### config.mk
export PLATFORM = sky130hd
export DESIGN_NAME = bus9_line
export DESIGN_NICKNAME = d
export VERILOG_FILES = /design/src/rtl/bus9_pkg.sv /design/src/rtl/bus9_inv_drv.sv /design/src/rtl/bus9_res_pair.sv /design/src/rtl/bus9_line.sv
export SDC_FILE = /design/constraint.sdc
export NUM_CORES = 1
export LEC_CHECK = 0
export ABC_CLOCK_PERIOD_IN_PS = 1900
export BUFFER_PORTS_ARGS = -buffer_cell sky130_fd_sc_hd__buf_2
export CAP_MARGIN = 20
export CORE_UTILIZATION = 37
export DETAILED_ROUTE_END_ITERATION = 10
export PLACE_DENSITY = 0.82
export SETUP_SLACK_MARGIN = 0.1
export SYNTH_ARGS = -nofsm -noshare
export SYNTH_HDL_FRONTEND = slang
export SYNTH_SLANG_ARGS = --single-unit
### constraint.sdc
create_clock -name vclk -period 1.9
set_input_delay 0 -clock vclk [all_inputs]
set_output_delay 0 -clock vclk [all_outputs]
set_load 0.02 [all_outputs]
### src/rtl/bus9_pkg.sv
package bus9_pkg;

  localparam int unsigned CODE_W = 4;

  localparam logic [CODE_W-1:0] V_U = 4'd0;
  localparam logic [CODE_W-1:0] V_X = 4'd1;
  localparam logic [CODE_W-1:0] V_0 = 4'd2;
  localparam logic [CODE_W-1:0] V_1 = 4'd3;
  localparam logic [CODE_W-1:0] V_Z = 4'd4;
  localparam logic [CODE_W-1:0] V_W = 4'd5;
  localparam logic [CODE_W-1:0] V_L = 4'd6;
  localparam logic [CODE_W-1:0] V_H = 4'd7;
  localparam logic [CODE_W-1:0] V_D = 4'd8;

  typedef enum logic [1:0] {
    EN_ON    = 2'd0,
    EN_OFF   = 2'd1,
    EN_UNDEF = 2'd2
  } en_state_e;

  function automatic logic is_strong_lvl(input logic [CODE_W-1:0] v);
    return (v == V_0) || (v == V_1);
  endfunction

  function automatic logic is_weak_lvl(input logic [CODE_W-1:0] v);
    return (v == V_W) || (v == V_L) || (v == V_H);
  endfunction

  function automatic logic is_hard_unknown(input logic [CODE_W-1:0] v);
    return (v == V_X) || (v == V_D) || (v > V_D);
  endfunction

endpackage

### src/rtl/bus9_inv_drv.sv
module bus9_inv_drv
  import bus9_pkg::*;
(
  input  logic [CODE_W-1:0] data_i,
  input  logic [CODE_W-1:0] en_n_i,
  output logic [CODE_W-1:0] out_o
);

  en_state_e            en_st;
  logic [CODE_W-1:0]    inv_val;

  always_comb begin
    unique case (en_n_i)
      V_0, V_L: en_st = EN_ON;
      V_1, V_H: en_st = EN_OFF;
      default:  en_st = EN_UNDEF;
    endcase
  end

  always_comb begin
    unique case (data_i)
      V_0, V_L: inv_val = V_1;
      V_1, V_H: inv_val = V_0;
      V_U:      inv_val = V_U;
      default:  inv_val = V_X;
    endcase
  end

  always_comb begin
    unique case (en_st)
      EN_ON:   out_o = inv_val;
      EN_OFF:  out_o = V_Z;
      default: out_o = V_X;
    endcase
  end

  // an enabled driver is always a strong or unknown source, never weak or floating
  always_comb begin
    if ((en_n_i == V_0) || (en_n_i == V_L)) begin
      a_r2_enabled_not_weak: assert (!is_weak_lvl(out_o) && (out_o != V_Z))
        else $error("R2: enabled driver produced weak/floating code %0d", out_o);
    end
  end

endmodule

### src/rtl/bus9_res_pair.sv
module bus9_res_pair
  import bus9_pkg::*;
(
  input  logic [CODE_W-1:0] a_i,
  input  logic [CODE_W-1:0] b_i,
  output logic [CODE_W-1:0] y_o
);

  always_comb begin
    if ((a_i == V_U) || (b_i == V_U)) begin
      y_o = V_U;
    end else if (is_hard_unknown(a_i) || is_hard_unknown(b_i)) begin
      y_o = V_X;
    end else if (a_i == b_i) begin
      y_o = a_i;
    end else if (a_i == V_Z) begin
      y_o = b_i;
    end else if (b_i == V_Z) begin
      y_o = a_i;
    end else if (is_strong_lvl(a_i)) begin
      y_o = is_strong_lvl(b_i) ? V_X : a_i;
    end else if (is_strong_lvl(b_i)) begin
      y_o = b_i;
    end else begin
      y_o = V_W;
    end
  end

  // an undefined-initial contribution always survives the merge
  always_comb begin
    if ((a_i == V_U) || (b_i == V_U)) begin
      a_r7_pair_keeps_u: assert (y_o == V_U)
        else $error("R7: pair merge lost U, got %0d", y_o);
    end
  end

endmodule

### src/rtl/bus9_line.sv
module bus9_line
  import bus9_pkg::*;
#(
  parameter int unsigned         NUM_DRV   = 3,
  parameter logic [CODE_W-1:0]   PULL_CODE = V_H
)(
  input  logic [NUM_DRV*CODE_W-1:0] drv_data,
  input  logic [NUM_DRV*CODE_W-1:0] drv_en_n,
  output logic [NUM_DRV*CODE_W-1:0] drv_out,
  output logic [CODE_W-1:0]         bus_val,
  output logic                      short_flag
);

  localparam int unsigned N_STAGE = NUM_DRV + 1;

  logic [CODE_W-1:0] stage [N_STAGE];

  assign stage[0] = PULL_CODE;

  for (genvar gi = 0; gi < NUM_DRV; gi++) begin : g_drv
    logic [CODE_W-1:0] d_out;

    bus9_inv_drv u_drv (
      .data_i (drv_data[gi*CODE_W +: CODE_W]),
      .en_n_i (drv_en_n[gi*CODE_W +: CODE_W]),
      .out_o  (d_out)
    );

    bus9_res_pair u_merge (
      .a_i (stage[gi]),
      .b_i (d_out),
      .y_o (stage[gi+1])
    );

    assign drv_out[gi*CODE_W +: CODE_W] = d_out;
  end

  assign bus_val    = stage[NUM_DRV];
  assign short_flag = (stage[NUM_DRV] == V_X);

  // Observation of driver outputs for the line-level checks
  int unsigned n_float;
  logic        seen_lo;
  logic        seen_hi;
  logic        seen_u;

  always_comb begin
    n_float = 0;
    seen_lo = 1'b0;
    seen_hi = 1'b0;
    seen_u  = 1'b0;
    for (int k = 0; k < NUM_DRV; k++) begin
      if (drv_out[k*CODE_W +: CODE_W] == V_Z) n_float++;
      if (drv_out[k*CODE_W +: CODE_W] == V_0) seen_lo = 1'b1;
      if (drv_out[k*CODE_W +: CODE_W] == V_1) seen_hi = 1'b1;
      if (drv_out[k*CODE_W +: CODE_W] == V_U) seen_u  = 1'b1;
    end
  end

  always_comb begin
    if (n_float == NUM_DRV) begin
      a_r4_idle_reads_pull: assert (bus_val == PULL_CODE)
        else $error("R4: idle bus read %0d", bus_val);
    end
    if (seen_lo && seen_hi && !seen_u) begin
      a_r6_conflict_shorts: assert (short_flag)
        else $error("R6: opposing strong drivers without short flag");
    end
    if (seen_u) begin
      a_r7_u_dominates: assert ((bus_val == V_U) && !short_flag)
        else $error("R7: U driver but bus %0d", bus_val);
    end
    if (short_flag) begin
      a_r8_short_has_no_u: assert (!seen_u && (n_float < NUM_DRV || PULL_CODE == V_X))
        else $error("R8: short flag with U present or idle line");
    end
  end

endmodule

==> results of run 1 <==
## worst min-delay path, delay by kind of cell
| family | cells | cell delay [ns] |
|---|---|---|
| buffers and inverters | 3 | 0.32 |
| AND/OR/NAND/NOR | 1 | 0.07 |
## synthesized netlist by cell type
cell type	number
nor4_1	2
nand3b_1	2
and2_1	3
inv_1	9
a211oi_1	3
nor4b_1	2
buf_4	4
conb_1	1
nand4_1	1
o41ai_4	1
o21a_1	3
o211a_1	1
a21oi_1	3
mux2i_1	1
o211ai_1	2
nand2b_1	2
a2bb2oi_1	1
a22oi_1	2
nor3b_2	1
a221o_2	1
o21ai_0	2
nor3_1	5
nor3b_1	1
xor2_1	1
o22ai_1	1
and3b_1	2
or3_1	1
nand2_1	7
o221a_1	1
nor2_1	1
mux2_4	1
nand3_1	2
nor2b_1	3
## worst max path at each step
stage           startpoint         end  slack [ns]  depth (start not counted)
2_1_floorplan  drv_data[6]  short_flag       -0.06                          6
3_3_place_gp   drv_data[6]  bus_val[1]       -0.17                          8
3_5_place_dp   drv_data[6]  bus_val[1]       -0.21                          8
4_1_cts        drv_data[6]  bus_val[1]       -0.15                          9
5_1_grt        drv_data[6]  bus_val[1]       -0.28                          8
6_report       drv_data[6]  bus_val[1]       -0.18                          9
## power groups by stage
stage          Sequential (uW)  Combinational [uW]  Clock, uW
6_report                     0                 145          0
5_1_grt                      0                 156          0
4_1_cts                      0                 134          0
3_5_place_dp                 0                 127          0
3_3_place_gp                 0                 123          0
2_1_floorplan                0                70.6          0
## logic make-up after synthesis
| family | share of synthesized area (%) |
|---|---|
| buffers and inverters | 13.11 |
| AND/OR/NAND/NOR | 43.19 |
| AO/OA/AOI/OAI | 35.99 |
| multiplexers | 5.141 |
| other | 0.7705 |
| XOR/XNOR | 1.800 |
## placed cells by master, fill, tap and decap left out, types with 3 or more instances in the layout
| cell type | synthesis | layout |
|---|---|---|
| nor2b_1 | 3 | 3 |
| conb_1 | 1 | 4 |
| nand2_1 | 7 | 7 |
| inv_1 | 9 | 9 |
| and2_1 | 3 | 3 |
| buf_2 | 0 | 30 |
| buf_4 | 4 | 19 |
| buf_6 | 0 | 3 |
| nor3_1 | 5 | 4 |
## routing by layer
layer / share of wire [%] / global-route usage, %
met4: 1.3 / 0.8929
met3: 6.8 / 1.163
met2: 48 / 44.49
met5: 0 / 0
met1: 44 / 34.03
## final cells by class
class                           count  area, um^2
Inverter                            9       33.78
Multi-Input combinational cell     63       500.5
Timing Repair Buffer               52       326.6
Tap cell                           14       17.52
Fill cell                          91       292.8
## metrics by stage
step                      util [%]  instance area (um^2)  power [uW]
after floorplan                  -                 508.0       70.57
after global placement       65.17                 763.2       123.1
after detailed placement     65.17                 763.2       126.8
after CTS                    70.41                 824.5       134.0
after global routing         75.00                 878.3       156.1
final                        75.00                 878.3       145.2
## what timing repair did
item	4_1_cts	5_1_grt
setup endpoints to repair	3	4
setup buffers	2	3
gates cloned	0	0
pin swaps	4	2
gates resized for setup	10	5
==> flow_summary.ini, run 1 <==
[sta]
tns_ns = -0.5172
max_clock_freq_mhz = 480.6
fin_hold_ws_ns = 0.3890
rsz0062_at_grt = true
drv_slew = 0
final-hold-violation-count = 0
final.setup.worst_slack_ns = -0.1809
setup_viol = 3
period_minus_slack_ns = 2.081
finalCritPeriodShare_pct = 109.5

[route]
firstDrtPassIters = 4
drc = 0
drt_iter0_drc = 24
via_count = 741
drt-wirelength-per-cell_um = 12.57
viasPerCell = 5.370
postRouteAntennaNets = 0
drt-total-wl_um = 1734

[place]
numPortBuffers = 34
dpl.cell_count = 133
pre_cts_ws_ns = -0.2064
place_congestion = 0.9109
post-dp-hpwl_um = 1297

[critical_path]
worst-path-buf-inv = 3
critPathCaptureType = primary output
worstPathCellList = buf_6 > or3_4 > a221o_2 > mux2_4 > o41ai_4 > buf_4 > a211oi_4 > o21a_2 > buf_2
worstSetupPathType = input port to primary output
setup.worst_path.start_class = input port
crit_path_max_incr_delay_ns = 0.37
critical_path.slowest_cell = or3_4
critPathRequiredTime_ns = 1.90
crit_arrival_ns = 2.08
crit_family = compound AO/OA/AOI/OAI gates
crit_fanout = 3

[layout]
layout-drive-gt1-share_pct = 53.23
seqCellArea_um2 = 0
seq_cells = 0
stdcell_count = 138
clkbuf_count = 0
antenna_cells = 0
finalNetCount = 150
areaGrowthSynthToFinish_pct = 80.46

[synthesis]
synth_area_leaders = inv_1 6.9%, buf_4 6.2%, o41ai_4 5.7%
netlist_area_um2 = 486.7
ys_warn_count = 0
synth_top_area_share_pct = 6.941
yosys.area.top_type = inv_1
yosysUniqueCellTypes = 33
synth_seq_area_share_pct = 0
syn_area_per_cell_um2 = 6.667
synthCells = 73

[global_routing]
grt_pass1_wl_um = 2697
grt_pass1_vias = 635
antenna_found_initial = 0
grt_overflow = 0
grt_max_degree = 8
grtUsageTotal_pct = 24.88

[clock_network]
ctsHoldBuffers = 0

[hold_path]
hp-start = drv_data[1]
hold-path-endpoint = drv_out[1]
hold_path_depth = 4
hold_class = input port to primary output

[power]
p_clk_share_pct = 0
pwr-share-comb_pct = 100.0
p_sw_uw = 77.92
ir_drop_v = 0.0001175
power_density_nw_per_um2 = 165.3
internal_power_uw = 67.31
p_sw_share_pct = 53.65
pwr-share-seq_pct = 0
power.leakage_uw = 0.0004978

[floorplanning]
io_pins = 41
row_count = 12
die_area_um2 = 1465
initial_core_util_pct = 41.56
fp.dieH_um = 38.27
core_area_um2 = 1171
die_w_um = 38.27

[outcome]
violations = setup timing
status = finished, violations left

[job]
maxCapViolCount = 0
(Power assumes the default switching activity.)
==> inputs of run 2 (changes only) <==
ABC_AREA = 1   (was unset)
CORE_UTILIZATION = 42   (was 37)
==> flow_summary.ini, run 2 <==
[global_routing]
grtUsageTotal_pct = 17.06
grt_pass1_vias = 687
antenna_found_initial = 0
grt_pass1_wl_um = 2601
grt_overflow = 0
grt_max_degree = 8

[route]
met2WireLength_um = 1062
viasPerCell = 4.968
drt_iter0_drc = 29
via_count = 929
postRouteAntennaNets = 0
drt-total-wl_um = 1985
wl_met3_um = 96
firstDrtPassIters = 4
top_layer_used = met3
drt-wirelength-per-cell_um = 10.61
drc = 0
m1WireLength_um = 826

[clock_network]
ctsHoldBuffers = 0

[sta]
max_clock_freq_mhz = 544.4
setup_viol = 0
finalCritPeriodShare_pct = 96.67
drv_slew = 0
rsz0062_at_grt = true
period_minus_slack_ns = 1.837
final-hold-violation-count = 0

[synthesis]
synth_common_cells = 31 x nand2_1, 19 x inv_1, 14 x nor2_1
yosysMostFrequentCell = nand2_1
yosys.area.top_type = nand2_1
synth_top_family_by_area = simple AND/OR/NAND/NOR gates
yosysUniqueCellTypes = 26
synth_seq_area_share_pct = 0
synth_fa_ha_area_share_pct = 0
synth_top_area_share_pct = 16.91
synth_compound_area_share_pct = 13.09
yosys.area_share.simple_pct = 65.27
synthCells = 130
ys_warn_count = 0
yosys.area_share.xor_xnor_pct = 0
synth_area_leaders = nand2_1 17%, inv_1 10%, nand2_2 8.2%
syn_area_per_cell_um2 = 5.294
synth_mux_area_share_pct = 0
netlist_area_um2 = 688.2

[critical_path]
setup.worst_path.start_class = input port
worstSetupPathType = input port to primary output
critPathCaptureType = primary output
cp-endpoint = bus_val[0]
crit_fanout = 4
critPathRequiredTime_ns = 1.90
cp-startpoint = drv_en_n[7]
crit_arrival_ns = 1.84

[layout]
seq_cells = 0
layout_commonest_cell = buf_2
clkbuf_count = 0
post-route-util_pct = 66.17
antenna_cells = 0
layout-drive-gt1-share_pct = 54.39
finalNetCount = 197
areaGrowthSynthToFinish_pct = 46.55
layout_common_cells = 31 x buf_2, 24 x nand2_1, 16 x inv_1
seqCellArea_um2 = 0

[floorplanning]
row_count = 14
core_area_um2 = 1524
initial_core_util_pct = 45.16
die_w_um = 42.48
die_area_um2 = 1805
fp.dieH_um = 42.48
io_pins = 41

[hold_path]
hold_class = input port to primary output

[power]
ir_drop_v = 0.0001268
power_density_nw_per_um2 = 212.6
p_total_uw = 214.4
power.leakage_uw = 0.0006015

[job]
maxCapViolCount = 0

[place]
place_congestion = 0.8272
post-dp-hpwl_um = 1401
numPortBuffers = 34

[outcome]
status = finished, final reports clean
==> run 2: layout make-up <==
type / count / area (um^2)
repair buffers: 42 / 249.0
multi-input cells: 99 / 621.8
inverters: 30 / 117.6
fillers: 141 / 515.5
well taps: 16 / 20.02
==> run 2: layer usage <==
| metal | vias to the layer above | global-route usage, % |
|---|---|---|
| li1 | 481 | - |
| met2 | 32 | 33.23 |
| met5 | - | 0 |
| met1 | 416 | 21.79 |
| met3 | 0 | 0.4310 |
| met4 | 0 | 0 |
==> run 2: kinds of logic (layout without fill, tap and decap cells) <==
family / count (synthesis) / in the layout
and+or+nand+nor: 82 / 82
buffers and inverters: 34 / 72
AOI/OAI and AO/OA: 13 / 13
other: 1 / 4
==> run 2: worst min path at each step <==
stage / start / to / slack [ns] / cells past startpoint
2_1_floorplan: drv_en_n[8] / drv_out[9] / 0.07 / 1
3_3_place_gp: drv_en_n[4] / drv_out[4] / 0.36 / 3
3_5_place_dp: drv_en_n[4] / drv_out[4] / 0.35 / 3
4_1_cts: drv_en_n[4] / drv_out[4] / 0.35 / 3
5_1_grt: drv_en_n[4] / drv_out[4] / 0.40 / 3
6_report: drv_en_n[4] / drv_out[4] / 0.37 / 3
==> run 2: worst max-delay path, cell delays in order <==
cell	delay, ns
buf_2	0.11
inv_2	0.06
nand2_4	0.06
nor2_4	0.16
inv_4	0.07
nand2_1	0.12
o21ai_4	0.08
nor2_4	0.15
nand2_4	0.09
nand3_2	0.08
nand2_2	0.08
nand2_1	0.08
nand2_1	0.06
nor2_2	0.11
nand2_2	0.08
nand3_2	0.06
nand2_1	0.04
nand2_1	0.05
nand2_1	0.06
nand2_2	0.07
inv_1	0.05
buf_6	0.12
==> run 2: report_power, final <==
group,leakage [uW],switching (uW),internal (uW),total (uW)
clock network,0,0,0,0
logic,0.000602,131,83.0,214
registers,0,0,0,0
total,0.000602,131,83.0,214
==> run 2: through the flow <==
stage / area [um^2] / TNS [ns] / worst slack (ns) / hold WS (ns) / cells
floorplan: 699.4 / 0 / 0.1879 / 0.06670 / 133
global placement: 867.1 / 0 / 0.1581 / 0.3600 / 180
detailed placement: 867.1 / 0 / 0.09305 / 0.3542 / 180
CTS: 869.6 / 0 / 0.1073 / 0.3531 / 180
global route: 1008 / -0.1149 / -0.05843 / 0.4028 / 187
finish: 1008 / 0 / 0.06320 / 0.3708 / 187
==> run 2: what timing repair did <==
action	in CTS	in global routing
gates resized for setup	1	28
pin swaps	0	15
setup endpoints to repair	2	4
buffers inserted	0	7
==> inputs of run 3 (changes only) <==
CORE_UTILIZATION = 47   (was 42)
PLACE_DENSITY = 0.77   (was 0.82)
SYNTH_HIERARCHICAL = 1   (was unset)
==> flow_summary.ini, run 3 <==
[floorplanning]
die_w_um = 56.65
row_count = 19
core_area_um2 = 2781
fp.dieH_um = 56.65
initial_core_util_pct = 50.47
die_area_um2 = 3209
io_pins = 41

[layout]
layout_common_cells = 86 x nand2_1, 41 x buf_4, 37 x inv_1
fin_area_um2 = 2346
fill_cells = 174
layout-drive-gt1-share_pct = 46.32
seq_cells = 0
layout_commonest_cell = nand2_1
clkbuf_count = 0
antenna_cells = 0
finalNetCount = 406
areaGrowthSynthToFinish_pct = 67.11
seqCellArea_um2 = 0

[sta]
final-hold-violation-count = 0
drv_slew = 0
period_minus_slack_ns = 3.196
setup_viol = 4
max_clock_freq_mhz = 312.9
rsz0062_at_grt = true
finalCritPeriodShare_pct = 168.2
final.setup.worst_slack_ns = -1.296
fin_hold_ws_ns = 0.4208

[job]
maxCapViolCount = 0

[route]
drt-wirelength-per-cell_um = 10.98
firstDrtPassIters = 4
drt_iter0_drc = 105
drc = 0
via_count = 1998
postRouteAntennaNets = 0
drt-total-wl_um = 4514
viasPerCell = 4.861

[place]
pre_cts_ws_ns = -1.483
place_congestion = 0.9043
numPortBuffers = 34
post-dp-hpwl_um = 2993
placed_cell_area_um2 = 1971

[synthesis]
syn_area_per_cell_um2 = 4.841
netlist_area_um2 = 1404
yosysMostFrequentCell = nand2_1
ys_warn_count = 6
yosysUniqueCellTypes = 24
synth_top_area_share_pct = 27.81
synth_area_leaders = nand2_1 28%, inv_1 11%, nor2_1 7.5%
synth_seq_area_share_pct = 0
synthCells = 290
yosys.area.top_type = nand2_1
synth_common_cells = 104 x nand2_1, 42 x inv_1, 28 x nor2_1

[critical_path]
critPathRequiredTime_ns = 1.90
crit_path_max_incr_delay_ns = 0.35
critical_path.slowest_cell = nor4_4
path_common_cell = nand2_2
crit_fanout = 5
worstSetupPathType = input port to primary output
critPathCaptureType = primary output
crit_family = simple AND/OR/NAND/NOR gates
crit_arrival_ns = 3.20
setup.worst_path.start_class = input port
worst-path-buf-inv = 8

[global_routing]
antenna_found_initial = 0
grt_pass1_vias = 1758
grt_overflow = 0
grt_pass1_wl_um = 6969
grt_max_degree = 7
grtUsageTotal_pct = 25.76

[hold_path]
hold_class = input port to primary output

[power]
ir_drop_v = 0.0001491
power.leakage_uw = 0.001363
power_density_nw_per_um2 = 172.0

[outcome]
violations = setup timing
status = finished, violations left
run 3: cells by family (layout without fill, tap and decap cells):
kind of cell | count (synthesis) | after routing | synth area share [%]
buffers and inverters | 66 | 139 | 19.79
AND/OR/NAND/NOR | 183 | 183 | 63.90
XOR/XNOR | 3 | 3 | 1.872
AO/OA/AOI/OAI | 30 | 30 | 12.30
other | 8 | 25 | 2.139
run 3: worst paths after layout:
| check | from | end | cells past startpoint |
|---|---|---|---|
| worst max-delay path | drv_data[1] | short_flag | 27 |
| worst min-delay path | drv_en_n[1] | drv_out[2] | 4 |
run 3: cell type report:
class | count | area, um^2 | area share [%]
well taps | 31 | 38.79 | 1.653
inverters | 60 | 255.2 | 10.88
multi-input cells | 241 | 1475 | 62.88
repair buffers | 79 | 576.8 | 24.59
run 3: power by group:
group / switching [uW] / internal [uW] / total (uW) / leakage [uW]
registers: 0 / 0 / 0 / 0
logic: 239 / 165 / 404 / 0.00136
clock network: 0 / 0 / 0 / 0
run 3: through the flow:
stage / power, uW / setup TNS, ns / cells / util [%]
final: 403.5 / -4.958 / 411 / 84.35
after global routing: 439.9 / -6.001 / 411 / 84.35
after CTS: 348.1 / -4.446 / 405 / 77.78
after detailed placement: 313.3 / -5.424 / 392 / 70.85
after global placement: 309.4 / -5.119 / 392 / 70.85
after floorplan: 235.9 / -3.925 / 307 / -
run 3: what timing repair did:
item,in CTS,in global routing
resized for setup,28,34
buffers inserted,13,6
hold buffers,0,0
setup endpoints to repair,4,4
pin swaps,23,37
run 3: worst min-delay path: stages:
cell	delay [ns]
buf_2	0.11
nand2_4	0.09
nor2_4	0.06
buf_2	0.15
run 3: routing by layer:
metal | vias to the layer above | wire (um) | track usage (%) | share of wire, %
met5 | - | 0 | 0 | 0
met4 | 0 | 106 | 2.439 | 2.3
met3 | 12 | 134 | 0.4608 | 3.0
met2 | 56 | 2441 | 51.26 | 54
met1 | 895 | 1832 | 31.25 | 41
li1 | 1035 | - | - | -
